**src/rtl/nested_intc_pkg.sv**
```systemverilog
package nested_intc_pkg;
  localparam int NUM_SRC = 15;
  localparam int NUM_FLAG = 17;
  localparam int NUM_HWSET = 15;
  localparam int NUM_EXT = 2;
  localparam int NUM_T2 = 8;
  localparam int NUM_LVL = 2;
  localparam int IDX_W = $clog2(NUM_SRC);

  // flag bit positions
  localparam int F_TIM0 = 0;
  localparam int F_SEC = 1;
  localparam int F_TIM1 = 2;
  localparam int F_RX = 3;
  localparam int F_TX = 4;
  localparam int F_I2C = 5;
  localparam int F_ADC = 6;
  localparam int F_T2 = 7;
  localparam int F_EXT = 15;

  // source indices (polling order)
  localparam int S_EXT0 = 0;
  localparam int S_TIM0 = 1;
  localparam int S_EXT1 = 2;
  localparam int S_TIM1 = 3;
  localparam int S_SER = 4;
  localparam int S_I2C = 5;
  localparam int S_ADC = 6;
  localparam int S_T2 = 7;

  localparam logic [NUM_FLAG-1:0] NOSET_MASK = NUM_FLAG'(1) << F_ADC;
  localparam logic [NUM_FLAG-1:0] SWONLY_MASK = 17'h07FFA;
  localparam logic [NUM_FLAG-1:0] WAKE_FLAG_MASK = 17'h1803F;
  localparam logic [NUM_SRC-1:0] WAKE_SRC_MASK = 15'h003F;

  typedef struct packed {
    logic take;
    logic [IDX_W-1:0] idx;
  } ctrl_strobe_t;
endpackage

```
**src/rtl/intc_prio_pick.sv**
```systemverilog
module intc_prio_pick #(
  parameter int N = 15,
  parameter int IW = 4
) (
  input  logic [N-1:0]  req,
  output logic          any,
  output logic [IW-1:0] idx
);
  always_comb begin
    any = |req;
    idx = '0;
    for (int i = N - 1; i >= 0; i--) begin
      if (req[i]) idx = IW'(i);
    end
  end
endmodule

```
**src/rtl/intc_flags.sv**
```systemverilog
module intc_flags
  import nested_intc_pkg::*;
(
  input  logic                 clk,
  input  logic                 rstN,
  input  logic [NUM_EXT-1:0]   extEdgeMode,
  input  logic [NUM_EXT-1:0]   extPinN,
  input  logic [NUM_HWSET-1:0] hwSet,
  input  logic                 swWrEn,
  input  logic [NUM_FLAG-1:0]  swWrMask,
  input  logic [NUM_FLAG-1:0]  swWrData,
  input  ctrl_strobe_t         strobe,
  output logic [NUM_FLAG-1:0]  flagQ,
  output logic [NUM_SRC-1:0]   srcPend
);
  logic [NUM_EXT-1:0] pinPrevQ;
  logic [NUM_EXT-1:0] extFall;
  logic [NUM_EXT-1:0] extVecHit;
  logic [NUM_FLAG-1:0] hwClr;
  logic [NUM_FLAG-1:0] flagD;

  // per external input: edge detect and vector-hit decode
  for (genvar e = 0; e < NUM_EXT; e++) begin : g_ext
    localparam int SRC_OF_EXT = (e == 0) ? S_EXT0 : S_EXT1;
    assign extFall[e] = pinPrevQ[e] & ~extPinN[e];
    assign extVecHit[e] = strobe.take && (strobe.idx == IDX_W'(SRC_OF_EXT))
                          && extEdgeMode[e];
  end

  always_ff @(posedge clk) begin
    if (!rstN) pinPrevQ <= '1;
    else       pinPrevQ <= extPinN;
  end

  // hardware clear on vectoring
  always_comb begin
    hwClr = '0;
    if (strobe.take && strobe.idx == IDX_W'(S_TIM0)) hwClr[F_TIM0] = 1'b1;
    if (strobe.take && strobe.idx == IDX_W'(S_TIM1)) hwClr[F_TIM1] = 1'b1;
    for (int e = 0; e < NUM_EXT; e++) begin
      if (extVecHit[e]) hwClr[F_EXT+e] = 1'b1;
    end
  end

  always_comb begin
    flagD = flagQ & ~hwClr;
    flagD = flagD | {extFall & extEdgeMode, hwSet};
    for (int e = 0; e < NUM_EXT; e++) begin
      if (!extEdgeMode[e]) flagD[F_EXT+e] = ~extPinN[e];
    end
    if (swWrEn) begin
      flagD = (flagD & ~swWrMask)
            | (swWrData & swWrMask & ~NOSET_MASK)
            | (flagD & swWrData & swWrMask & NOSET_MASK);
    end
  end

  always_ff @(posedge clk) begin
    if (!rstN) flagQ <= '0;
    else       flagQ <= flagD;
  end

  // flags to sources
  assign srcPend[S_EXT0] = flagQ[F_EXT];
  assign srcPend[S_TIM0] = flagQ[F_TIM0];
  assign srcPend[S_EXT1] = flagQ[F_EXT+1] | flagQ[F_SEC];
  assign srcPend[S_TIM1] = flagQ[F_TIM1];
  assign srcPend[S_SER]  = flagQ[F_RX] | flagQ[F_TX];
  assign srcPend[S_I2C]  = flagQ[F_I2C];
  assign srcPend[S_ADC]  = flagQ[F_ADC];
  for (genvar k = 0; k < NUM_T2; k++) begin : g_t2
    assign srcPend[S_T2+k] = flagQ[F_T2+k];
  end
endmodule

```
**src/rtl/intc_ctrl.sv**
```systemverilog
module intc_ctrl
  import nested_intc_pkg::*;
(
  input  logic                 clk,
  input  logic                 rstN,
  input  logic [NUM_SRC-1:0]   srcPend,
  input  logic [NUM_SRC-1:0]   srcEnable,
  input  logic [NUM_SRC-1:0]   srcHighPri,
  input  logic                 globalEnable,
  input  logic                 vecAck,
  input  logic                 retPulse,
  output logic                 vecReq,
  output logic [IDX_W-1:0]     vecIdx,
  output logic                 vecLevel,
  output logic [IDX_W-1:0]     takenIdx,
  output logic [NUM_LVL-1:0]   inService,
  output logic                 wakeReq,
  output ctrl_strobe_t         strobe
);
  logic [NUM_SRC-1:0] armed;
  logic [NUM_LVL-1:0] lvlAny;
  logic [IDX_W-1:0]   lvlIdx [NUM_LVL];
  logic [NUM_LVL-1:0] svcQ, svcD;
  logic [IDX_W-1:0]   takenQ;
  logic               take;

  assign armed = srcPend & srcEnable & {NUM_SRC{globalEnable}};

  for (genvar l = 0; l < NUM_LVL; l++) begin : g_lvl
    logic [NUM_SRC-1:0] lvlReq;
    assign lvlReq = armed & ((l == NUM_LVL - 1) ? srcHighPri : ~srcHighPri);
    intc_prio_pick #(.N(NUM_SRC), .IW(IDX_W)) pick_i (
      .req(lvlReq),
      .any(lvlAny[l]),
      .idx(lvlIdx[l])
    );
  end

  always_comb begin
    vecReq = 1'b0;
    vecLevel = 1'b0;
    vecIdx = lvlIdx[0];
    if (lvlAny[1] && !svcQ[1]) begin
      vecReq = 1'b1;
      vecLevel = 1'b1;
      vecIdx = lvlIdx[1];
    end else if (lvlAny[0] && svcQ == '0) begin
      vecReq = 1'b1;
    end
  end

  assign take = vecAck & vecReq;
  assign strobe = '{take: take, idx: vecIdx};

  always_comb begin
    svcD = svcQ;
    if (retPulse) begin
      if (svcD[1]) svcD[1] = 1'b0;
      else         svcD[0] = 1'b0;
    end
    if (take) svcD[vecLevel] = 1'b1;
  end

  always_ff @(posedge clk) begin
    if (!rstN) begin
      svcQ <= '0;
      takenQ <= '0;
    end else begin
      svcQ <= svcD;
      if (take) takenQ <= vecIdx;
    end
  end

  assign inService = svcQ;
  assign takenIdx = takenQ;
  assign wakeReq = |(armed & WAKE_SRC_MASK);
endmodule

```
**src/rtl/nested_intc.sv**
```systemverilog
module nested_intc
  import nested_intc_pkg::*;
(
  input  logic                 clk,
  input  logic                 rstN,
  input  logic                 globalEnable,
  input  logic [NUM_SRC-1:0]   srcEnable,
  input  logic [NUM_SRC-1:0]   srcHighPri,
  input  logic [NUM_EXT-1:0]   extEdgeMode,
  input  logic [NUM_EXT-1:0]   extPinN,
  input  logic [NUM_HWSET-1:0] hwSet,
  input  logic                 swWrEn,
  input  logic [NUM_FLAG-1:0]  swWrMask,
  input  logic [NUM_FLAG-1:0]  swWrData,
  input  logic                 vecAck,
  input  logic                 retPulse,
  output logic                 vecReq,
  output logic [IDX_W-1:0]     vecIdx,
  output logic                 vecLevel,
  output logic [IDX_W-1:0]     takenIdx,
  output logic [NUM_LVL-1:0]   inService,
  output logic [NUM_FLAG-1:0]  flagState,
  output logic                 wakeReq
);
  ctrl_strobe_t strobe;
  logic [NUM_SRC-1:0] srcPend;

  intc_flags flags_i (
    .clk(clk), .rstN(rstN),
    .extEdgeMode(extEdgeMode), .extPinN(extPinN),
    .hwSet(hwSet), .swWrEn(swWrEn), .swWrMask(swWrMask), .swWrData(swWrData),
    .strobe(strobe), .flagQ(flagState), .srcPend(srcPend)
  );

  intc_ctrl ctrl_i (
    .clk(clk), .rstN(rstN),
    .srcPend(srcPend), .srcEnable(srcEnable), .srcHighPri(srcHighPri),
    .globalEnable(globalEnable), .vecAck(vecAck), .retPulse(retPulse),
    .vecReq(vecReq), .vecIdx(vecIdx), .vecLevel(vecLevel),
    .takenIdx(takenIdx), .inService(inService), .wakeReq(wakeReq),
    .strobe(strobe)
  );
endmodule

```
**config.mk**
```make
export PLATFORM = sky130hd
export DESIGN_NAME = nested_intc
export DESIGN_NICKNAME = d
export VERILOG_FILES = /design/src/rtl/nested_intc_pkg.sv /design/src/rtl/intc_prio_pick.sv /design/src/rtl/intc_flags.sv /design/src/rtl/intc_ctrl.sv /design/src/rtl/nested_intc.sv
export SDC_FILE = /design/constraint.sdc
export NUM_CORES = 1
export LEC_CHECK = 0
export ABC_AREA = 1
export BUFFER_PORTS_ARGS = -buffer_cell sky130_fd_sc_hd__buf_2
export CORE_MARGIN = 2
export CORE_UTILIZATION = 46
export CTS_BUF_LIST = sky130_fd_sc_hd__clkbuf_16
export DETAILED_ROUTE_END_ITERATION = 10
export PLACE_DENSITY = 0.93
export SYNTH_ARGS = -nofsm -noshare
export SYNTH_HDL_FRONTEND = slang
export SYNTH_SLANG_ARGS = --single-unit
```
**constraint.sdc**
```tcl
create_clock -name clk -period 4.8 [get_ports clk]
set_input_delay 0.48 -clock clk [delete_from_list [all_inputs] [get_ports clk]]
set_output_delay 0.48 -clock clk [all_outputs]
set_load 0.005 [all_outputs]
```
==> flow_summary_export.csv, run 1 <==
group,metric,value,unit
clock_tree,cts_made_buffers,3,
die,initial_core_util,0.474,
routing,wl_per_cell,11.9,um
pwr,switching_share,0.328,
routing,wirelength,5.41,mm
global_routing,antenna_found_initial,0,
worst_setup_path,r2r_cells,12,
worst_setup_path,crit_required,4.32,ns
sta,max_freq,0.381,GHz
cells_and_area,diodes,0,
die,pin_count,119,
pwr,power_density,252,nW/um2
placed_design,io_buffer_count,118,
routing,wl_met1,2.20,mm
worst_setup_path,slowest_delay,0.40,ns
hold_path,hold_path_end,"flags_i.flagQ[6]",
worst_setup_path,cp_data_arrival_time,2.14,ns
global_routing,grt_pass1_wl,8.85,mm
clock_tree,htree_levels,1,
cells_and_area,final_area,2560,um2
worst_setup_path,critPathTopFamily,"simple AND/OR/NAND/NOR gates",
sta,fin_crit,2.62,ns
clock_tree,cts-root-buf,"clkbuf_16",
routing,via_per_inst,5.04,
sta,fin_setup_tns,0,ns
cells_and_area,final_common_cell,"buf_2",
hold_path,hp-class,"primary input to flip-flop",
clock_tree,cts_num_sinks,25,
cells_and_area,ff_latch_area,500,um2
die,coreArea,3940,um2
synth,ys_warn_count,0,
pwr,cellLeakagePower,0.00145,uW
worst_setup_path,worstReg2RegStart,"flags_i.flagQ[3]",
synth,syn_area_per_cell,6.45,um2
clock_tree,postCtsHoldBufs,0,
die,die-height,67.8,um
synth,yosysSeqAreaShare,0.268,
sta,slew_headroom,0.672,
cells_and_area,areaGrowthSynthToFinish,36.9,%
worst_setup_path,startpoint_type,"primary input",
routing,top_layer,"met4",
pwr,clockPowerShare,0.285,
sta,finalHoldViolCount,0,
clock_tree,clk_pin_slew_worst_paths,0.06,ns
worst_setup_path,cpMaxStageDelayCell,"buf_2",
global_routing,grt_max_degree,25,
status,status,"complete, no violations",
cells_and_area,nNetsFinal,496,
clock_tree,cts_resized,0,
die,row_count,23,
clock_tree,cts_tree,"yes",
hold_path,hold_depth,2,
synth,synth_cell_type_count,33,
routing,drtPass1Iterations,4,
cells_and_area,final_cell_mix,"buf_2, nand2_1, nor2_1",
routing,wl_met2,2.74,mm
sta,rsz0062_at_grt,"no",
sta,tightestPinTransition,0.492,ns
global_routing,grtUsageTotal,0.249,
clock_tree,clock_path_buffers,2,
clock_tree,cts_setup_buffers,0,
routing,met3_length,384,um
pwr,p_int,433,uW
cells_and_area,drive_gt1_frac,0.404,
synth,syn-num-nets,379,
worst_setup_path,critPathMaxFanout,24,
synth,netlist_instances,290,
synth,syn_area,1870,um2
routing,drtIter0Drc,64,
cells_and_area,fill_cells,340,
global_routing,grt_pass1_vias,2155,
pwr,p_switching,211,uW
worst_setup_path,reg2reg_setup_slack,2.69,ns
routing,drc,0,
clock_tree,clk_latency,0.26,ns
die,dieArea,4590,um2
placed_design,gp_congestion,0.933,
worst_setup_path,timing.rr.end,"flags_i.flagQ[15]",
placed_design,dpl.hpwl,4.49,mm
worst_setup_path,crit_chain,"buf_2 -> nand4_1 -> nand2_1 -> nand2_1 -> nand2_1 -> nand2_1 -> nand2_1 -> nand2_1 -> nand2_1 -> nand2_1 -> nand2_1 -> nand2_1 -> nand2_1 -> nand2_1 -> nand2_1 -> nand2_2 -> buf_2",
worst_setup_path,crit_buf_inv,2,
placed_design,dp_cells,452,
sta,finalSetupViolCount,0,
sta,drv_slew,0,
sta,clock_skew,0.00152,ns
worst_setup_path,end_kind,"output port",
run,cap_violations,0,
routing,antenna_left,0,
hold_path,hp-start,"swWrMask[6]",
placed_design,placed_cell_area,2480,um2
sta,fin_crit_sh,0.547,
die,die_x,67.8,um
synth,synth-seq-cells,25,
pwr,peakVddDrop,132,uV
worst_setup_path,cp_common_cell,"nand2_1",
pwr,p_comb_frac,0.338,
pwr,pwr-share-seq,0.377,
cells_and_area,multi_input_area,1220,um2
worst_setup_path,path_class,"primary input to output port",
cells_and_area,post_layout_nonfiller_instances,456,
routing,vias,2298,
global_routing,overflow,0,
==> synthesized netlist by cell type, drive strengths merged <==
cell type	instances	area, um2
nand2	86	373
nor2	42	204
a21oi	30	158
inv	27	101
o21ai	26	145
dfxtp	25	500
nand3	20	115
nand4	15	144
or2	4	25.0
buf	3	30.0
clkbuf	3	11.3
a31oi	2	12.5
nor3	2	15.0
and2	1	6.26
clkinv	1	8.76
o21bai	1	7.51
o31ai	1	7.51
or3	1	6.26
==> how the worst max path moves through the flow <==
| stage | from | endpoint | slack [ns] | cells after the start |
|---|---|---|---|---|
| after floorplan | globalEnable | vecIdx[0] | 2.83 | 10 |
| after global placement | globalEnable | vecIdx[0] | 2.32 | 17 |
| after detailed placement | globalEnable | vecIdx[0] | 2.24 | 17 |
| after CTS | globalEnable | vecIdx[0] | 2.17 | 17 |
| after global routing | globalEnable | vecIdx[0] | 1.98 | 17 |
| final | globalEnable | vecIdx[0] | 2.18 | 17 |
==> per-stage QoR <==
stage / util / hold WS, ns / total power, uW / worst slack (ns)
detailed placement: 0.630 / 0.454 / 463 / 2.24
CTS: 0.650 / 0.404 / 647 / 2.17
floorplan: - / 0.460 / 375 / 2.83
finish: 0.650 / 0.408 / 644 / 2.18
global placement: 0.630 / 0.450 / 457 / 2.32
global route: 0.650 / 0.401 / 687 / 1.98
==> logic make-up (layout without fill, tap and decap cells) <==
| group | after synthesis | count (layout) | share of synthesized area |
|---|---|---|---|
| AOI/OAI and AO/OA | 60 | 60 | 0.177 |
| buffers and inverters | 34 | 150 | 0.0809 |
| and+or+nand+nor | 171 | 171 | 0.475 |
| DFF | 25 | 25 | 0.268 |
==> flip-flops by register name, summed over array words and instances, names as in the netlist <==
| signal | cells |
|---|---|
| flags_i.pinPrevQ | 2 |
| flags_i.flagQ | 17 |
| ctrl_i.takenIdx | 4 |
| ctrl_i.inService | 2 |
==> power groups by stage <==
stage | registers [uW] | clock network [uW] | logic, uW
2_1_floorplan | 247 | 0 | 128
3_3_place_gp | 247 | 0 | 210
3_5_place_dp | 248 | 0 | 215
4_1_cts | 243 | 186 | 218
5_1_grt | 246 | 197 | 244
6_report | 243 | 183 | 218
==> per-layer routing <==
layer | vias up | global-route usage
met5 | - | 0
met4 | 0 | 0.103
met3 | 9 | 0.0600
met2 | 74 | 0.440
met1 | 1022 | 0.286
li1 | 1193 | -
==> layout make-up <==
| cell class | count | share of cell area |
|---|---|---|
| clock inverters | 1 | 0.00147 |
| flip-flops and latches | 25 | 0.195 |
| well taps | 50 | 0.0244 |
| repair buffers | 118 | 0.231 |
| inverters | 28 | 0.0430 |
| clock buffers | 3 | 0.0293 |
| multi-input cells | 231 | 0.476 |
Note: power is estimated with default switching activity, not from simulation.
==> run 2: changes to the inputs <==
CORE_UTILIZATION = 39   (was 46)
PLACE_DENSITY = 0.84   (was 0.93)
clock period = 2.4 ns   (was 4.8 ns; I/O delays follow)
==> flow_summary_export.csv, run 2 (same netlist as run 1, synthesis figures left out) <==
group,metric,value,unit
worst_setup_path,crit_required,2.16,ns
sta,finalHoldViolCount,0,
clock_tree,cts_resized,0,
worst_setup_path,crit_buf_inv,1,
clock_tree,clock_path_buffers,2,
clock_tree,htree_levels,1,
run,cap_violations,0,
sta,tightestPinTransition,0.512,ns
clock_tree,cts_made_buffers,3,
die,row_count,25,
routing,drtPass1Iterations,4,
global_routing,grtUsageTotal,0.211,
die,coreArea,4660,um2
die,die_x,73.3,um
pwr,power_density,505,nW/um2
cells_and_area,regMostFlops,"flags_i.flagQ",
sta,drv_slew,0,
clock_tree,clk_pin_slew_worst_paths,0.06,ns
routing,wirelength,5.47,mm
clock_tree,cts_num_sinks,25,
die,dieArea,5370,um2
sta,fin_crit_sh,0.916,
clock_tree,cts_tree,"yes",
worst_setup_path,startpoint_type,"flip-flop",
global_routing,grt_max_degree,25,
clock_tree,postCtsHoldBufs,0,
pwr,peakVddDrop,372,uV
pwr,cellLeakagePower,0.00145,uW
routing,wl_per_cell,11.9,um
worst_setup_path,critPathMaxFanout,5,
clock_tree,cts_setup_buffers,0,
placed_design,dpl.hpwl,4.62,mm
die,die-height,73.3,um
sta,slew_headroom,0.659,
routing,drc,0,
cells_and_area,largest_reg_flops,17,
die,pin_count,119,
cells_and_area,final_common_cell,"buf_2",
clock_tree,clk_latency,0.26,ns
sta,max_freq,0.455,GHz
sta,clock_skew,0.00166,ns
global_routing,overflow,0,
global_routing,antenna_found_initial,0,
cells_and_area,areaGrowthSynthToFinish,37.2,%
worst_setup_path,slowest_delay,0.32,ns
worst_setup_path,path_class,"flip-flop to output port",
global_routing,grt_pass1_wl,9.16,mm
cells_and_area,final_cell_mix,"buf_2, nand2_1, nor2_1",
routing,drtIter0Drc,96,
cells_and_area,drive_gt1_frac,0.404,
sta,fin_crit,2.20,ns
routing,antenna_left,0,
worst_setup_path,cp_common_cell,"nand2_1",
worst_setup_path,cp_data_arrival_time,1.96,ns
worst_setup_path,critPathTopFamily,"simple AND/OR/NAND/NOR gates",
sta,fin_setup_tns,0,ns
placed_design,gp_congestion,0.853,
routing,vias,2290,
die,initial_core_util,0.401,
cells_and_area,nNetsFinal,496,
sta,holdWs,0.167,ns
sta,finalSetupViolCount,0,
clock_tree,cts-root-buf,"clkbuf_16",
placed_design,io_buffer_count,118,
sta,rsz0062_at_grt,"no",
worst_setup_path,crit_chain,"o21ai_0 -> nor2_1 -> nand2_1 -> nand2_1 -> nor2_2 -> nand2_4 -> o21ai_4 -> nand3_1 -> nand2_1 -> buf_2",
global_routing,grt_pass1_vias,2209,
routing,via_per_inst,4.98,
placed_design,placed_cell_area,2490,um2
cells_and_area,diodes,0,
worst_setup_path,cpMaxStageDelayCell,"dfxtp_1",
worst_setup_path,end_kind,"output port",
hold_path,hp-class,"primary input to flip-flop",
cells_and_area,final_area,2570,um2
status,status,"complete, no violations",
run 2: cell counts in the layout (fill, tap and decap cells not counted):
Identical to the previous run, type by type.
run 2: power breakdown:
group | total (uW) | leakage (uW) | switching (uW) | internal [uW]
sequential | 488 | 0.000208 | 35.2 | 453
combinational | 435 | 0.00120 | 245 | 190
clock | 373 | 0.0000423 | 150 | 223
run 2: area by class of cell:
class                           instances  area, um2
Clock inverter                          1       3.75
Tap cell                               54       67.6
Inverter                               28        110
Sequential cell                        25        500
Timing Repair Buffer                  118        591
Multi-Input combinational cell        231       1220
Clock buffer                            3       75.1
Fill cell                             451       2090
run 2: path summary, 6_finish.rpt:
path	end	cells after the start	startpoint	slack (ns)
max	vecIdx[2]	10	flags_i.flagQ[3]	0.20
min	flags_i.flagQ[6]	2	swWrMask[6]	0.17
max reg2reg	flags_i.flagQ[15]	14	flags_i.flagQ[3]	0.36
min reg2reg	ctrl_i.takenIdx[0]	2	ctrl_i.takenIdx[0]	0.46
run 2: per-stage QoR:
stage	util	total power (uW)	setup WS [ns]	instances
after floorplan	-	750	0.646	290
after global placement	0.534	922	0.274	456
after detailed placement	0.534	932	0.198	456
after CTS	0.551	1300	0.203	460
after global routing	0.551	1380	0.0149	460
final	0.551	1300	0.201	460
run 2: per-layer routing:
metal / up-vias / GRT usage / share of wire
met4: 0 / 0.0741 / 0.018
li1: 1198 / - / -
met2: 80 / 0.366 / 0.47
met3: 12 / 0.0521 / 0.072
met5: - / 0 / 0
met1: 1000 / 0.251 / 0.44
==> run 3: changes to the inputs <==
clock period = 1.81 ns   (was 2.4 ns; I/O delays follow)
==> flow_summary_export.csv, run 3 (same netlist as run 1, synthesis figures left out) <==
group,metric,value,unit
status,status,"finished with violations",
status,violations,"setup timing",
pwr,pwr-share-seq,0.305,
sta,fin_crit,2.11,ns
clock_tree,cts-root-buf,"clkbuf_16",
sta,slew_headroom,0.703,
placed_design,gp_congestion,0.886,
pwr,peakVddDrop,401,uV
global_routing,grt_pass1_wl,10.3,mm
worst_setup_path,cp_data_arrival_time,1.93,ns
worst_setup_path,cpMaxStageDelayCell,"dfxtp_4",
global_routing,grtUsageTotal,0.241,
global_routing,antenna_found_initial,0,
sta,finalHoldViolCount,0,
worst_setup_path,slowest_delay,0.36,ns
worst_setup_path,path_class,"flip-flop to output port",
worst_setup_path,end_kind,"output port",
global_routing,grt_pass1_vias,2480,
cells_and_area,drive_gt1_frac,0.543,
sta,fin_crit_sh,1.16,
cells_and_area,fill_cells,340,
worst_setup_path,reg2reg_setup_slack,-0.21,ns
hold_path,hp-class,"primary input to flip-flop",
pwr,p_switching,736,uW
routing,antenna_left,0,
die,dieArea,5370,um2
routing,wl_per_cell,14.5,um
cells_and_area,nNetsFinal,550,
die,die-height,73.3,um
cells_and_area,diodes,0,
clock_tree,cts_num_sinks,25,
die,row_count,25,
worst_setup_path,startpoint_type,"flip-flop",
hold_path,hp-start,"swWrMask[6]",
routing,vias,2744,
die,pin_count,119,
die,coreArea,4660,um2
pwr,power_density,661,nW/um2
routing,drtIter0Drc,193,
worst_setup_path,crit_required,1.63,ns
sta,setup_ws,-0.297,ns
routing,via_per_inst,5.34,
worst_setup_path,critPathMaxFanout,4,
die,initial_core_util,0.401,
pwr,p_int,1380,uW
sta,clock_skew,0.00284,ns
clock_tree,cts_made_buffers,3,
routing,drc,0,
sta,finalSetupViolCount,15,
die,die_x,73.3,um
pwr,switching_share,0.347,
worst_setup_path,timing.rr.end,"flags_i.flagQ[15]",
hold_path,hold_depth,2,
worst_setup_path,crit_chain,"buf_4 -> nand4_2 -> nand2_1 -> nor2_2 -> nand2_4 -> o21ai_4 -> nor2_1 -> o21ai_1 -> nand2_2 -> buf_6 -> buf_6",
sta,rsz0062_at_grt,"yes",
worst_setup_path,worstReg2RegStart,"flags_i.flagQ[13]",
cells_and_area,final_common_cell,"buf_2",
worst_setup_path,cp_common_cell,"buf_6",
sta,max_freq,0.475,GHz
worst_setup_path,r2r_cells,14,
worst_setup_path,crit_buf_inv,3,
placed_design,io_buffer_count,118,
hold_path,hold_path_end,"flags_i.flagQ[6]",
routing,drtPass1Iterations,5,
cells_and_area,areaGrowthSynthToFinish,71.1,%
worst_setup_path,critPathTopFamily,"simple AND/OR/NAND/NOR gates",
sta,drv_slew,0,
global_routing,overflow,0,
clock_tree,cts_tree,"yes",
pwr,clockPowerShare,0.243,
clock_tree,clk_pin_slew_worst_paths,0.07,ns
global_routing,grt_max_degree,22,
clock_tree,clock_path_buffers,2,
sta,tightestPinTransition,0.442,ns
clock_tree,htree_levels,1,
sta,holdWs,0.101,ns
run,cap_violations,0,
cells_and_area,final_cell_mix,"buf_2, nand2_1, buf_4",
placed_design,dpl.hpwl,4.94,mm
cells_and_area,largest_reg_flops,17,
clock_tree,clk_latency,0.27,ns
cells_and_area,regMostFlops,"flags_i.flagQ",
pwr,cellLeakagePower,0.00176,uW
pwr,p_comb_frac,0.452,
routing,wirelength,7.46,mm
placed_design,post-place-ws,-0.186,ns
-- run 3: through the flow --
step	cell area [um2]	setup TNS, ns	instances	power [uW]	util
finish	3200	-2.40	514	2120	0.687
global route	3200	-3.55	514	2200	0.687
CTS	2990	-2.08	507	1930	0.642
detailed placement	2770	-1.38	493	1340	0.593
global placement	2770	-1.25	493	1320	0.593
floorplan	1870	0	290	994	-
-- run 3: final cells by class --
cell class	count	area, um2	area share
Inverter	28	113	0.0352
Clock buffer	3	75.1	0.0235
Tap cell	54	67.6	0.0211
Sequential cell	25	513	0.160
Timing Repair Buffer	172	1070	0.334
Clock inverter	1	5.00	0.00156
Multi-Input combinational cell	231	1360	0.425
-- run 3: worst max path at each step --
stage                      start           endpoint  slack (ns)  cells after the start
6_report       flags_i.flagQ[13]          vecIdx[1]       -0.30                     11
3_5_place_dp    flags_i.flagQ[3]  flags_i.flagQ[15]       -0.19                     12
5_1_grt             globalEnable          vecIdx[0]       -0.37                     19
3_3_place_gp    flags_i.flagQ[3]  flags_i.flagQ[15]       -0.20                     12
4_1_cts         flags_i.flagQ[4]          vecIdx[0]       -0.22                     13
2_1_floorplan   flags_i.flagQ[3]  flags_i.flagQ[15]        0.06                     14
-- run 3: worst register-to-register path, stage by stage, from the launching register on --
cell and delay (ns):
dfxtp_4 0.36, buf_4 0.13, nand4_2 0.08, nand2_1 0.07, nor2_2 0.17, nand2_4 0.10, o21ai_4 0.23, nor2_1 0.06
o21ai_1 0.11, nand2_2 0.11, buf_6 0.14, nor2_4 0.09, nand2_1 0.06, o21bai_1 0.11, a21oi_1 0.07
-- run 3: what timing repair did --
| action | in CTS | in global routing |
|---|---|---|
| setup buffers | 10 | 8 |
| endpoints found under the setup margin | 15 | 15 |
| pin swaps | 18 | 25 |
| gates cloned | 0 | 0 |
| hold buffers | 0 | 0 |
| resized for setup | 21 | 43 |
-- run 3: power groups by stage --
stage / Combinational (uW) / Clock, uW / Sequential (uW)
3_5_place_dp: 686 / 0 / 652
4_1_cts: 779 / 506 / 643
2_1_floorplan: 339 / 0 / 656
3_3_place_gp: 670 / 0 / 652
5_1_grt: 1030 / 523 / 653
6_report: 956 / 514 / 646
-- run 3: layer usage --
| metal | wire length, um | global-route usage | vias up |
|---|---|---|---|
| met1 | 2950 | 0.263 | 1263 |
| met4 | 221 | 0.107 | 0 |
| li1 | - | - | 1304 |
| met2 | 3680 | 0.440 | 154 |
| met5 | 0 | 0 | - |
| met3 | 612 | 0.0562 | 23 |
